--- src/rtl/ipfx_pkg.sv ---
package ipfx_pkg;
    localparam int BYTE_W = 8;

    typedef enum logic [1:0] {
        SZ16 = 2'd0,
        SZ32 = 2'd1,
        SZ64 = 2'd2
    } size_e;

    typedef enum logic [2:0] {
        K_OPSZ,
        K_ADSZ,
        K_REP,
        K_LOCK,
        K_REX,
        K_SEG,
        K_ESC,
        K_OPC
    } kind_e;

    typedef enum logic [1:0] {
        ST_PFX,
        ST_ESC,
        ST_HOLD
    } state_e;

    localparam logic [BYTE_W-1:0] SEG_NONE = 8'hFF;
endpackage

--- src/rtl/ipfx_seg_map.sv ---
module ipfx_seg_map
    import ipfx_pkg::*;
(
    input  logic [BYTE_W-1:0] byte_in,
    output logic              hit,
    output logic [2:0]        code
);
    always_comb begin
        hit  = 1'b1;
        code = 3'd0;
        case (byte_in)
            8'h26: code = 3'd0;
            8'h2E: code = 3'd1;
            8'h36: code = 3'd2;
            8'h3E: code = 3'd3;
            8'h64: code = 3'd4;
            8'h65: code = 3'd5;
            default: hit = 1'b0;
        endcase
    end
endmodule

--- src/rtl/ipfx_classify.sv ---
module ipfx_classify
    import ipfx_pkg::*;
(
    input  logic [BYTE_W-1:0] byte_in,
    input  logic              long_mode,
    input  logic              seg_hit,
    output kind_e             kind
);
    always_comb begin
        if (byte_in == 8'h66)                          kind = K_OPSZ;
        else if (byte_in == 8'h67)                     kind = K_ADSZ;
        else if (byte_in == 8'hF2 || byte_in == 8'hF3) kind = K_REP;
        else if (byte_in == 8'hF0)                     kind = K_LOCK;
        else if (long_mode && byte_in[7:4] == 4'h4)    kind = K_REX;
        else if (seg_hit)                              kind = K_SEG;
        else if (byte_in == 8'h0F)                     kind = K_ESC;
        else                                           kind = K_OPC;
    end
endmodule

--- src/rtl/ipfx_size_step.sv ---
module ipfx_size_step
    import ipfx_pkg::*;
(
    input  size_e cur,
    output size_e flipped
);
    always_comb begin
        case (cur)
            SZ32:    flipped = SZ16;
            SZ16:    flipped = SZ32;
            default: flipped = cur;
        endcase
    end
endmodule

--- src/rtl/ipfx_scanner.sv ---
module ipfx_scanner
    import ipfx_pkg::*;
#(
    parameter int CNT_W = 4
) (
    input  logic              clk,
    input  logic              rst_n,
    input  logic              start,
    input  logic              long_mode,
    input  logic              byte_vld,
    input  logic [7:0]        byte_in,
    output logic              done,
    output logic [1:0]        opsz,
    output logic [1:0]        adsz,
    output logic              opsz_ovr,
    output logic              adsz_ovr,
    output logic [7:0]        rep_byte,
    output logic              lock,
    output logic [7:0]        seg_code,
    output logic              rex_w,
    output logic              rex_r,
    output logic              rex_x,
    output logic              rex_b,
    output logic [7:0]        opcode,
    output logic [7:0]        opcode2,
    output logic              escape,
    output logic [CNT_W-1:0]  pfx_cnt
);
    localparam logic [CNT_W-1:0] CNT_MAX = {CNT_W{1'b1}};

    typedef struct packed {
        state_e            st;
        logic              done;
        size_e             osz;
        size_e             asz;
        logic              oovr;
        logic              aovr;
        logic [BYTE_W-1:0] rep;
        logic              lck;
        logic [BYTE_W-1:0] seg;
        logic [3:0]        rex;
        logic [BYTE_W-1:0] opc;
        logic [BYTE_W-1:0] opc2;
        logic              esc;
        logic [CNT_W-1:0]  cnt;
    } scan_t;

    localparam scan_t DEFAULTS = '{
        st: ST_PFX, done: 1'b0, osz: SZ32, asz: SZ32, oovr: 1'b0, aovr: 1'b0,
        rep: '0, lck: 1'b0, seg: SEG_NONE, rex: 4'd0, opc: '0, opc2: '0,
        esc: 1'b0, cnt: '0
    };

    scan_t s_d, s_q;

    logic  seg_hit;
    logic [2:0] seg_val;
    kind_e kind;
    size_e osz_flip, asz_flip;

    ipfx_seg_map u_seg (.byte_in(byte_in), .hit(seg_hit), .code(seg_val));
    ipfx_classify u_cls (.byte_in(byte_in), .long_mode(long_mode), .seg_hit(seg_hit), .kind(kind));
    ipfx_size_step u_ostep (.cur(s_q.osz), .flipped(osz_flip));
    ipfx_size_step u_astep (.cur(s_q.asz), .flipped(asz_flip));

    logic [CNT_W-1:0] cnt_inc;
    assign cnt_inc = (s_q.cnt == CNT_MAX) ? CNT_MAX : s_q.cnt + 1'b1;

    always_comb begin
        s_d      = s_q;
        s_d.done = 1'b0;
        if (start) begin
            s_d = DEFAULTS;
        end else if (byte_vld) begin
            case (s_q.st)
                ST_PFX: begin
                    case (kind)
                        K_OPSZ: begin
                            s_d.osz  = osz_flip;
                            s_d.oovr = 1'b1;
                            s_d.cnt  = cnt_inc;
                        end
                        K_ADSZ: begin
                            s_d.asz  = asz_flip;
                            s_d.aovr = 1'b1;
                            s_d.cnt  = cnt_inc;
                        end
                        K_REP: begin
                            s_d.rep = byte_in;
                            s_d.cnt = cnt_inc;
                        end
                        K_LOCK: begin
                            s_d.lck = 1'b1;
                            s_d.cnt = cnt_inc;
                        end
                        K_REX: begin
                            s_d.rex = byte_in[3:0];
                            if (byte_in[3]) s_d.osz = SZ64;
                            s_d.cnt = cnt_inc;
                        end
                        K_SEG: begin
                            s_d.seg = {5'd0, seg_val};
                            s_d.cnt = cnt_inc;
                        end
                        K_ESC: begin
                            s_d.opc = byte_in;
                            s_d.esc = 1'b1;
                            s_d.st  = ST_ESC;
                        end
                        default: begin
                            s_d.opc  = byte_in;
                            s_d.st   = ST_HOLD;
                            s_d.done = 1'b1;
                        end
                    endcase
                end
                ST_ESC: begin
                    s_d.opc2 = byte_in;
                    s_d.st   = ST_HOLD;
                    s_d.done = 1'b1;
                end
                default: ;
            endcase
        end
    end

    always_ff @(posedge clk) begin
        if (!rst_n) s_q <= DEFAULTS;
        else        s_q <= s_d;
    end

    assign done     = s_q.done;
    assign opsz     = s_q.osz;
    assign adsz     = s_q.asz;
    assign opsz_ovr = s_q.oovr;
    assign adsz_ovr = s_q.aovr;
    assign rep_byte = s_q.rep;
    assign lock     = s_q.lck;
    assign seg_code = s_q.seg;
    assign rex_w    = s_q.rex[3];
    assign rex_r    = s_q.rex[2];
    assign rex_x    = s_q.rex[1];
    assign rex_b    = s_q.rex[0];
    assign opcode   = s_q.opc;
    assign opcode2  = s_q.opc2;
    assign escape   = s_q.esc;
    assign pfx_cnt  = s_q.cnt;

    // completion is signalled for a single cycle only
    p_done_single_r8: assert property (@(posedge clk) disable iff (!rst_n)
        done |=> !done);

    // segment output is either the no-override code or a legal register
    p_seg_legal_r5: assert property (@(posedge clk) disable iff (!rst_n)
        (seg_code == 8'hFF) || (seg_code <= 8'd5));

    // the repeat byte only ever holds a repeat prefix value or zero
    p_rep_legal_r3: assert property (@(posedge clk) disable iff (!rst_n)
        (rep_byte == 8'h00) || (rep_byte == 8'hF2) || (rep_byte == 8'hF3));

    // a saturated count never wraps back down without a start
    p_cnt_sat_r7: assert property (@(posedge clk) disable iff (!rst_n)
        (pfx_cnt == CNT_MAX && !start) |=> (pfx_cnt == CNT_MAX));

    // start always leaves the default state behind it
    p_start_defaults_r9: assert property (@(posedge clk) disable iff (!rst_n)
        start |=> (opsz == 2'd1 && adsz == 2'd1 && pfx_cnt == '0 &&
                   seg_code == 8'hFF && !lock && !escape && !done));
endmodule

--- config.mk ---
export PLATFORM = sky130hd
export DESIGN_NAME = ipfx_scanner
export DESIGN_NICKNAME = d
export VERILOG_FILES = /design/src/rtl/ipfx_pkg.sv /design/src/rtl/ipfx_seg_map.sv /design/src/rtl/ipfx_classify.sv /design/src/rtl/ipfx_size_step.sv /design/src/rtl/ipfx_scanner.sv
export SDC_FILE = /design/constraint.sdc
export NUM_CORES = 1
export LEC_CHECK = 0
export BUFFER_PORTS_ARGS = -buffer_cell sky130_fd_sc_hd__buf_2
export CORE_MARGIN = 10
export CORE_UTILIZATION = 45
export CTS_BUF_LIST = sky130_fd_sc_hd__clkbuf_16
export CTS_CLUSTER_SIZE = 12
export DETAILED_ROUTE_END_ITERATION = 8
export GPL_TIMING_DRIVEN = 1
export HOLD_SLACK_MARGIN = 0.05
export PLACE_DENSITY = 0.69
export SLEW_MARGIN = 20
export SYNTH_ARGS = -nofsm -noshare
export SYNTH_HDL_FRONTEND = slang
export SYNTH_SLANG_ARGS = --single-unit
export TNS_END_PERCENT = 100
--- constraint.sdc ---
create_clock -name clk -period 4.65 [get_ports clk]
set_clock_uncertainty 0.1 [all_clocks]
set_input_delay 0.465 -clock clk [delete_from_list [all_inputs] [get_ports clk]]
set_output_delay 0.465 -clock clk [all_outputs]
set_load 0.05 [all_outputs]
==> reports/qor.txt, run 1 <==
WS Path Type = reg -> reg
Maximum count of clock buffers along a single path = 2
Hold Buf Count CTS = 0
Synth Area per Inst = 8.919 um2
Slack of the worst reg-to-reg path = 2290 ps
Post-DR vias/cell = 5.295
Layer with the highest usage after global routing = met2
Met2 capacity usage during global routing = 18.44%
Number of filler cells placed in the layout = 498
Critical R2R Capture = opcode[7]
GRT Util Overall = 12.18%
Total nets after synthesis = 271
Area growth from synthesis to layout = 8.133%
Pin count of the biggest net entering global routing = 32
Most common cell after layout, fill and taps aside = buf_2
Clock transition time at the flip-flop clock pins of the worst setup and hold paths = 70 ps
Area of the mapped netlist = 2292 um2
Final HPWL DP = 3.762 mm
Num CTS Buffers = 5
Worst rel slew slack = 30.51%
Rows = 25
Setup TNS Final = 0 ps
Critical Path Fanout Max = 16
Worst Hold Path EP = rep_byte[7]
Startpoint of the lowest-slack register-to-register path = s_q[49]
Share of the cycle needed by the critical path after routing = 50.80%
Root buffer cell = clkbuf_16
Detail-routed net length per standard cell = 14.81 um
Final cell utilization of the core = 51.45%
Final-report max-slew violation count = 0
Cell count after synthesis = 257
Starting density of the core = 47.58%
Max-cap viol count = 0
Longest individual stage delay on the worst path = 710 ps
Chip Width = 91.37 um
Launching element type of the critical path = flip-flop
Worst reg-to-reg path cell count = 4
Leading register cell type out of synthesis = dfxtp_1
First-pass GRT wire length = 8.507 mm
Number of resized instances in the post-cts repair step = 0
Synth Register Bits = 46
Power density over cell area = 332.6 nW/um2
DR iter-0 viols = 92
Port Buffer Count = 60
Overall routed net length = 5.019 mm
Setup repair after global routing missed its margin = no
Global routing usage on met3 = 4.609%
Count of nets left with antenna violations after detail routing = 0
Data arrival time at the worst-slack endpoint = 2380 ps
Share of synthesized flip-flops with an asynchronous set or reset = 0%
Startpoint of the tightest hold check path = rep_byte[7]
Warnings, synthesis = 0
Post-synthesis cell type count = 47
Critical Path Sink Type = flip-flop
Total area of multi-input combinational cells = 1021 um2
Via Count = 1795
Later-pin clock latency in the skew report = 290 ps
Leakage Power = 0.001108 uW
First-pass DRT Iterations = 4
Antenna violations before repair = 0
# H-tree levels = 2
Most frequent cells in the layout = buf_2 (60), dfxtp_1 (46), nor2_1 (22), nand2_1 (18)
Critical path cell sequence = nor3_1 -> o2111ai_1 -> nand3_1 -> o21ai_0
Actual transition at the worst max-transition pin = 1041 ps
Core Area = 4817 um2
Total DRC errors in the routed layout = 0
Worst min path class = reg -> reg
Hold violation count in the final report = 0
Clock tree from TritonCTS = built
Min Tclk post-route = 2362 ps
Number of setup violations in the final report = 0
Register area = 920.9 um2
Top-level I/O count = 62
Number of nets at the end of the flow = 285
Slowest cell on crit path = o2111ai_1
Area enclosed by the die boundary = 8348 um2
Routability Congestion = 0.7799
Met1 track demand over resource = 15.56%
Number of enable flip-flop cells after synthesis = 0
Vias in the first global route = 1741
Required arrival time at the worst endpoint = 4670 ps
Result of the run = finished, final reports clean
Sequential fraction of the synthesis area = 40.17%
Clock Sinks = 46
Achievable Freq = 0.4234 GHz
Remaining global-route overflow = 0
Antenna cells = 0
Cell depth of the worst hold path = 1
Setup bufs post-CTS = 0
Die Height = 91.37 um
IR Drop Worst-Case VDD = 0.0001708 V
Share of post-route cells with drive strength above 1 = 27.94%
stage by stage:
step	hold slack, ps	instance area [um2]	instances	worst slack, ps	total power, uW
after global placement	342.2	2325	331	2188	477.1
final	357.1	2479	339	2288	824.5
after detailed placement	347.6	2325	331	2061	478.2
after global routing	372.9	2479	339	2078	860.9
after CTS	362.2	2474	339	2292	832.8
after floorplan	336.7	2292	257	2460	463.2
logic make-up (layout without fill, tap and decap cells):
kind of cell	count (synthesis)	after routing	synth area share, %
other	1	1	0.1636
buffers and inverters	54	69	15.61
adder cells (fa/ha/maj)	1	1	0.5458
AND/OR/NAND/NOR	88	88	21.83
multiplexers	13	13	5.677
AO/OA/AOI/OAI	54	54	15.99
flip-flops	46	46	40.17
where the power goes:
group / total, uW / switching, uW / internal (uW)
logic: 69.6 / 51.2 / 18.4
registers: 400 / 2.29 / 398
clock network: 355 / 154 / 201
total: 824 / 208 / 617
synthesized netlist by cell type, drive strengths merged (2+ instances only):
cell	n	area (um2)
nor4	3	33.78
nor2	23	88.84
or3b	3	26.28
nor2b	4	25.02
a31oi	7	43.79
a311oi	3	26.28
dfxtp	46	920.9
a211oi	3	22.52
o211ai	2	15.01
o211a	2	20.02
nand2	18	67.56
o31ai	2	20.02
and3b	3	26.28
nor3b	3	22.52
o21ai	14	70.06
mux2i	13	130.1
nand2b	3	18.77
nor4bb	2	20.02
nand3	10	50.05
nor3	2	10.01
a21oi	9	45.04
nand3b	3	22.52
and3	3	18.77
clkbuf	9	33.78
o21a	7	52.55
buf	44	320.3
sequential cells by signal, summed over array words and instances, names as in the netlist, 2 cells and up:
| name | flops |
|---|---|
| opcode2 | 8 |
| opcode | 8 |
| rep_byte | 8 |
| opsz | 2 |
| pfx_cnt | 4 |
| seg_code | 4 |
| s_q | 2 |
how the worst max path moves through the flow:
stage | startpoint | endpoint | slack [ps] | cells after the start
6_report | s_q[49] | opcode[7] | 2290 | 4
5_1_grt | s_q[49] | opcode[7] | 2080 | 4
4_1_cts | s_q[49] | opcode[7] | 2290 | 4
3_5_place_dp | byte_vld | opcode[7] | 2060 | 6
3_3_place_gp | byte_vld | opcode[1] | 2190 | 6
2_1_floorplan | byte_in[7] | adsz[0] | 2460 | 7
area by class of cell:
type                            instances  area share, %
Tap cell                               67          3.382
Clock buffer                            5          5.048
Clock inverter                          3         0.9591
Inverter                                1         0.1514
Timing Repair Buffer                   60          12.12
Sequential cell                        46          37.15
Multi-Input combinational cell        157          41.19
routing by layer:
metal | up-vias | part of all wire (%) | wire (um)
met4 | 0 | 1.3 | 65
met5 | - | 0 | 0
met1 | 837 | 47 | 2372
met3 | 7 | 7.0 | 352
li1 | 903 | - | -
met2 | 48 | 44 | 2228
worst max-delay path: cells and delay by family (launching register included):
family | cells | cell delay, ps
and+or+nand+nor | 2 | 930
DFF | 1 | 350
AOI/OAI and AO/OA | 2 | 810
Power figures use the tool's default switching activity.
==> inputs of run 2 (changes only) <==
==> constraint.sdc (replaced) <==
create_clock -name clk -period 2.2 [get_ports clk]
set_clock_uncertainty 0.1 [all_clocks]
set_input_delay 0.22 -clock clk [delete_from_list [all_inputs] [get_ports clk]]
set_output_delay 0.22 -clock clk [all_outputs]
set_load 0.05 [all_outputs]
==> run 2 against run 1 <==
Compared with the run above:
- flip-flop and latch count unchanged
- wire length increased by 4.8%
- sequential power increased by 110%
- count of clock-buffer cells in the layout unchanged
- hold slack got worse by 240 ps
- via count increased by 1.9%
- register-to-register slack got worse by 2000 ps
- utilization increased by 1.1 points
- cell count increased by 2.7%
- non-clock buffer count increased by 9
- worst setup slack got worse by 2000 ps
- critical path type unchanged
- largest power group unchanged
==> reports/qor.txt, run 2 (synthesis gave the netlist of run 1 again) <==
Global routing usage on met3 = 3.951% (-0.66 points)
Internal power contribution = 1297 uW (+110%)
Share of the cycle needed by the critical path after routing = 85.85% (+35 points)
Combinational group share of total power = 9.2% (+0.8 points)
Register share of total power = 49.5% (+1.0 points)
Port Buffer Count = 60 (unchanged)
Leakage Power = 0.001156 uW (+4.3%)
Num CTS Buffers = 5 (unchanged)
Total DRC errors in the routed layout = 0 (unchanged)
Antenna cells = 0 (unchanged)
Clock transition time at the flip-flop clock pins of the worst setup and hold paths = 60 ps (about the same)
Longest individual stage delay on the worst path = 510 ps (-200 ps)
Power density over cell area = 674.8 nW/um2 (+100%)
Antenna violations before repair = 0 (unchanged)
Final HPWL DP = 3.924 mm (+4.3%)
Number of resized instances in the post-cts repair step = 0 (unchanged)
Number of setup violations in the final report = 0 (unchanged)
Sw Pwr = 409.7 uW (+97%)
Achievable Freq = 0.5295 GHz (+25%)
Critical Path Fanout Max = 8 (-8)
Overall routed net length = 5.259 mm (+4.8%)
Chip Width = 91.37 um (unchanged)
Core Area = 4817 um2 (unchanged)
Critical Path Sink Type = flip-flop
WS Path Type = reg -> reg
Later-pin clock latency in the skew report = 280 ps (about the same)
Met1 track demand over resource = 16.09% (+0.52 points)
Setup bufs post-CTS = 0 (unchanged)
Post-route standard cell area excluding fillers = 2530 um2 (+2.1%)
Setup repair after global routing missed its margin = no
Worst min path class = in -> reg
Hold violation count in the final report = 0 (unchanged)
Vias in the first global route = 1662 (-4.5%)
Hold Buf Count CTS = 0 (unchanged)
Clock group share of total power = 41.2% (-1.8 points)
GRT Util Overall = 12.13% (-0.051 points)
IR Drop Worst-Case VDD = 0.0002726 V (+60%)
Buffers & Inverters on Critical Path = 0 (unchanged)
Number of nets at the end of the flow = 294 (+3.2%)
Family with the most delay on the worst path = simple AND/OR/NAND/NOR gates
Share of post-route cells with drive strength above 1 = 29.54% (+1.6 points)
Setup TNS Final = 0 ps (unchanged)
Via Count = 1830 (+1.9%)
Min Tclk post-route = 1889 ps (-473.3 ps)
Met2 capacity usage during global routing = 17.90% (-0.54 points)
Result of the run = finished, final reports clean
Final-report max-slew violation count = 0 (unchanged)
Slowest cell on crit path = or3b_1
Most common cell after layout, fill and taps aside = buf_2
Clock tree from TritonCTS = built
Max-cap viol count = 0 (unchanged)
Total cell area at the placement stage = 2392 um2 (+2.9%)
Root buffer cell = clkbuf_16
First-pass DRT Iterations = 4 (unchanged)
Worst rel slew slack = 56.42% (+26 points)
Actual transition at the worst max-transition pin = 653.7 ps (-387.6 ps)
# H-tree levels = 2 (unchanged)
Launching element type of the critical path = flip-flop
Starting density of the core = 47.58% (unchanged)
Clock Sinks = 46 (unchanged)
DR iter-0 viols = 108 (+17%)
Most frequent cells in the layout = buf_2 (60), dfxtp_1 (46), nor2_1 (22), nand2_1 (18)
Area growth from synthesis to layout = 10.37%
Critical path cell sequence = or3b_1 -> a31o_2 -> or4_1 -> nand3_1
Top-level I/O count = 62 (unchanged)
Area enclosed by the die boundary = 8348 um2 (unchanged)
Die Height = 91.37 um (unchanged)
Count of nets left with antenna violations after detail routing = 0 (unchanged)
Post-DR vias/cell = 5.259 (-0.69%)
Rows = 25 (unchanged)
Layer with the highest usage after global routing = met2
Switching share of total power = 24.00% (-1.2 points)
Required arrival time at the worst endpoint = 2330 ps (-2340 ps)
Remaining global-route overflow = 0 (unchanged)
First-pass GRT wire length = 8.452 mm (-0.65%)
Routability Congestion = 0.8133 (+4.3%)
Detail-routed net length per standard cell = 15.11 um (+2.1%)
Data arrival time at the worst-slack endpoint = 2010 ps (-370 ps)
Pin count of the biggest net entering global routing = 32 (unchanged)
Maximum count of clock buffers along a single path = 2 (unchanged)
[run 2: per-layer routing]
layer,part of all wire [%],vias to the layer above,wire length (um)
met5,0,-,0
met2,44,49,2297
met1,50,856,2639
met4,1.4,0,73
li1,-,919,-
met3,4.7,6,248
[run 2: stage by stage]
step	std cells	total power (uW)	utilization [%]	worst slack, ps	hold WS, ps
6_report	348	1707	52.52	311.2	113.1
2_1_floorplan	257	979.0	-	255.3	256.4
4_1_cts	348	1722	52.52	310.4	110.6
3_3_place_gp	340	1019	49.66	146.3	341.9
3_5_place_dp	340	1021	49.66	105.9	349.3
5_1_grt	348	1773	52.52	220.4	141.3
[run 2: cell type report]
class | instances | area [um2]
sequential | 46 | 920.9
timing repair buffer | 69 | 367.9
multi-input combinational | 157 | 1016
inverter | 1 | 3.754
fill | 503 | 2287
clock inverter | 3 | 12.51
clock buffer | 5 | 125.1
tap | 67 | 83.83
[run 2: power groups by stage]
| stage | Combinational (uW) | Sequential [uW] | Clock [uW] |
|---|---|---|---|
| 2_1_floorplan | 112 | 866 | 0 |
| 3_3_place_gp | 155 | 864 | 0 |
| 3_5_place_dp | 157 | 864 | 0 |
| 4_1_cts | 158 | 845 | 719 |
| 5_1_grt | 171 | 846 | 757 |
| 6_report | 158 | 845 | 704 |
[run 2: worst register-to-register path, cell delays in order, from the launching register on]
cell and delay, ps:
dfxtp_1 350, or3b_1 510, a31o_2 320, or4_1 470
nand3_1 90
[run 2: final timing paths]
check,depth (start not counted),to,slack (ps),startpoint
max,4,adsz[0],310,s_q[49]
min,3,s_q[50],110,byte_vld
max reg2reg,4,adsz[0],310,s_q[49]
min reg2reg,2,rex_x,360,rex_x
==> inputs of run 3 (changes only) <==
--- a/config.mk
+++ b/config.mk
@@ -13,9 +13,10 @@
 export DETAILED_ROUTE_END_ITERATION = 8
 export GPL_TIMING_DRIVEN = 1
 export HOLD_SLACK_MARGIN = 0.05
-export PLACE_DENSITY = 0.69
+export PLACE_DENSITY = 0.68
 export SLEW_MARGIN = 20
 export SYNTH_ARGS = -nofsm -noshare
 export SYNTH_HDL_FRONTEND = slang
+export SYNTH_HIERARCHICAL = 1
 export SYNTH_SLANG_ARGS = --single-unit
 export TNS_END_PERCENT = 100
==> constraint.sdc (replaced) <==
create_clock -name clk -period 2.2 [get_ports clk]
set_clock_uncertainty 0.1 [all_clocks]
set_input_delay 0.44 -clock clk [delete_from_list [all_inputs] [get_ports clk]]
set_output_delay 0.44 -clock clk [all_outputs]
set_load 0.05 [all_outputs]
==> run 3 against run 2 <==
Compared with the run above:
- the run now ends with negative setup slack left
- critical endpoint is now opsz[1]
- utilization rose by 4.1 points
- global-route usage is 0.91 points higher
- critical path depth rose by 6
- hold slack improved by 240 ps
- final area increased by 22%
- register-to-register slack better by 180 ps
- total power grew 4.6%
==> reports/qor.txt, run 3 <==
Result of the run = complete, but fails checks
Violations in the final reports = negative setup slack
Final-report max-slew violation count = 0 (unchanged)
Most frequent cells in the layout = buf_2 (55), dfxtp_1 (47), buf_4 (39), nand2_1 (35), mux2i_1 (29)
Critical Path Source = byte_in[5]
Overall routed net length = 5.903 mm (+12%)
Detail-routed net length per standard cell = 14.54 um (-3.8%)
Number of enable flip-flop cells after synthesis = 0 (unchanged)
Endpoint of the worst setup timing path = opsz[1]
Antenna cells = 0 (unchanged)
Share of Yosys cell area claimed by the top area cell type = 37.71% (-2.5 points)
Area of the mapped netlist = 2495 um2 (+8.8%)
Hold violation count in the final report = 0 (unchanged)
Cell with the most instances after synthesis = dfxtp_1
Routability Congestion = 0.8105 (-0.34%)
Maximum count of clock buffers along a single path = 2 (unchanged)
Register share of total power = 48.4% (-1.1 points)
Total DRC errors in the routed layout = 0 (unchanged)
Core Area = 5439 um2 (+13%)
First-pass DRT Iterations = 4 (unchanged)
Area growth from synthesis to layout = 23.42%
Share of the cycle needed by the critical path after routing = 108.2% (+22 points)
Critical Path Sink Type = flip-flop
Final setup slack of the worst path = -180.2 ps (-491.5 ps)
Internal power contribution = 1352 uW (+4.2%)
Actual transition at the worst max-transition pin = 764.1 ps (+110.4 ps)
First-pass GRT wire length = 9.494 mm (+12%)
Num CTS Buffers = 5 (unchanged)
Worst min path class = reg -> reg
Biggest area consumer among synthesized cells = dfxtp_1
Via Count = 2027 (+11%)
Leakage Power = 0.001505 uW (+30%)
Clock tree from TritonCTS = built
Finished Layout Cells = 406 (+17%)
Launching element type of the critical path = primary input
Starting density of the core = 45.87% (-1.7 points)
Critical R2R Capture = opsz[1]
Synth area leaders = dfxtp_1 (38%), buf_4 (12%), mux2i_1 (12%), nand2_1 (5.6%), ha_1 (2.5%)
Area enclosed by the die boundary = 8923 um2 (+6.9%)
Count of nets left with antenna violations after detail routing = 0 (unchanged)
Data arrival time at the worst-slack endpoint = 2460 ps (+450 ps)
Register area = 940.9 um2 (+2.2%)
Vias in the first global route = 1989 (+20%)
Hold Buf Count CTS = 0 (unchanged)
Worst rel slew slack = 49.06% (-7.4 points)
WS Path Type = in -> reg
Number of nets at the end of the flow = 351 (+19%)
Remaining global-route overflow = 0 (unchanged)
Pin count of the biggest net entering global routing = 40 (+25%)
Chip Width = 94.46 um (+3.4%)
# H-tree levels = 2 (unchanged)
Port Buffer Count = 61 (+1.7%)
IR Drop Worst-Case VDD = 0.0003271 V (+20%)
Power density over cell area = 579.8 nW/um2 (-14%)
Max-cap viol count = 0 (unchanged)
Tightest hold margin = 353.9 ps (+240.9 ps)
Top post-synthesis cells by count = dfxtp_1 (47), buf_4 (40), nand2_1 (37)
Leading register cell type out of synthesis = dfxtp_1
Final HPWL DP = 4.330 mm (+10%)
Critical Path Fanout Max = 4 (-4)
Slack of the worst reg-to-reg path = 490 ps (+180 ps)
Synth Register Bits = 47 (+2.2%)
Startpoint of the lowest-slack register-to-register path = s_q[50]
Post-synthesis cell type count = 45 (-4.3%)
Antenna violations before repair = 0 (unchanged)
Required arrival time at the worst endpoint = 2280 ps (-50 ps)
Die Height = 94.46 um (+3.4%)
Worst reg-to-reg path cell count = 3 (-1)
Clock transition time at the flip-flop clock pins of the worst setup and hold paths = 60 ps (about the same)
Clock group share of total power = 40.9% (-0.3 points)
Achievable Freq = 0.4201 GHz (-21%)
Switching share of total power = 24.25% (+0.25 points)
Total nets after synthesis = 296 (+9.2%)
Sequential fraction of the synthesis area = 37.71% (-2.5 points)
Later-pin clock latency in the skew report = 290 ps (about the same)
Number of setup violations in the final report = 13 (+13)
Number of placed instances, taps included = 386 (+14%)
Total area of multi-input combinational cells = 1220 um2 (+20%)
Share of post-route cells with drive strength above 1 = 39.52% (+10 points)
Clock Sinks = 47 (+2.2%)
Root buffer cell = clkbuf_16
Cell count after synthesis = 278 (+8.2%)
Most common cell after layout, fill and taps aside = buf_2
Top-level I/O count = 62 (unchanged)
DR iter-0 viols = 118 (+9.3%)
Sw Pwr = 433.0 uW (+5.7%)
Setup repair after global routing missed its margin = yes
Rows = 27 (+8.0%)
Number of filler cells placed in the layout = 506 (+0.60%)
Post-DR vias/cell = 4.993 (-5.1%)
GRT Util Overall = 13.05% (+0.91 points)
Share of synthesized flip-flops with an asynchronous set or reset = 0% (unchanged)
Synth Area per Inst = 8.974 um2 (+0.62%)
Min Tclk post-route = 2380 ps (+491.5 ps)
Warnings, synthesis = 6 (+6)
Overall power of the completed layout = 1785 uW (+4.6%)
Combinational group share of total power = 10.7% (+1.5 points)
run 3: final cells by class:
class,instances,area share (%)
inverter,8,0.9752
tap,72,2.926
multi-input combinational,169,39.62
sequential,47,30.56
clock buffer,5,4.063
timing repair buffer,102,21.37
clock inverter,3,0.4876
run 3: metal layers:
metal  track usage, %  up-vias  wire length, um
met3            4.996        7              432
met2            22.60       41             2905
li1                 -     1029                -
met5                0        -                0
met4            3.491        0               55
met1            14.66      950             2509
run 3: worst min-delay path by stage:
stage,from,to,slack (ps),cells after the start
after detailed placement,rex_r,rex_r,350,2
final,rep_byte[0],rep_byte[0],350,2
after floorplan,opcode[5],opcode[5],340,2
after global placement,escape,escape,330,2
after CTS,rep_byte[0],rep_byte[0],360,2
after global routing,rep_byte[2],rep_byte[2],370,2
run 3: critical path, cell delays in order:
cell and delay (ps):
buf_6 90, and2b_2 210, nand2_2 110, o21ai_4 70, buf_4 130, o41ai_2 200
a32oi_1 120, or4b_4 540, or4_1 410, o211a_1 130
run 3: cell families (layout without fill, tap and decap cells):
logic type      count (synthesis)  in the layout  share of synthesized area (%)
flops                          47             47                          37.71
buf+inv                        62            118                          15.80
mux                            29             29                          11.63
fa+ha+maj                       5              5                          2.508
compound gates                 32             32                          9.077
simple gates                  103            103                          23.27
run 3: power by group through the flow:
stage	logic (uW)	registers (uW)	clock network, uW
floorplan	107	885	0
global placement	174	883	0
detailed placement	176	884	0
CTS	187	864	750
global route	205	865	775
finish	191	865	730
run 3: per-stage QoR:
stage / setup TNS (ps) / worst slack, ps / area [um2] / util, %
2_1_floorplan: -1675 / -303.0 / 2510 / -
3_3_place_gp: -7705 / -439.6 / 2755 / 50.66
3_5_place_dp: -9339 / -490.1 / 2755 / 50.66
4_1_cts: -853.1 / -131.1 / 3019 / 55.51
5_1_grt: -3796 / -253.8 / 3079 / 56.61
6_report: -1466 / -180.2 / 3079 / 56.61
run 3: repair_timing:
| item | 4_1_cts | 5_1_grt |
|---|---|---|
| gates resized for setup | 10 | 9 |
| endpoints found under the setup margin | 18 | 24 |
| setup buffers | 9 | 3 |
| pin swaps | 1 | 8 |
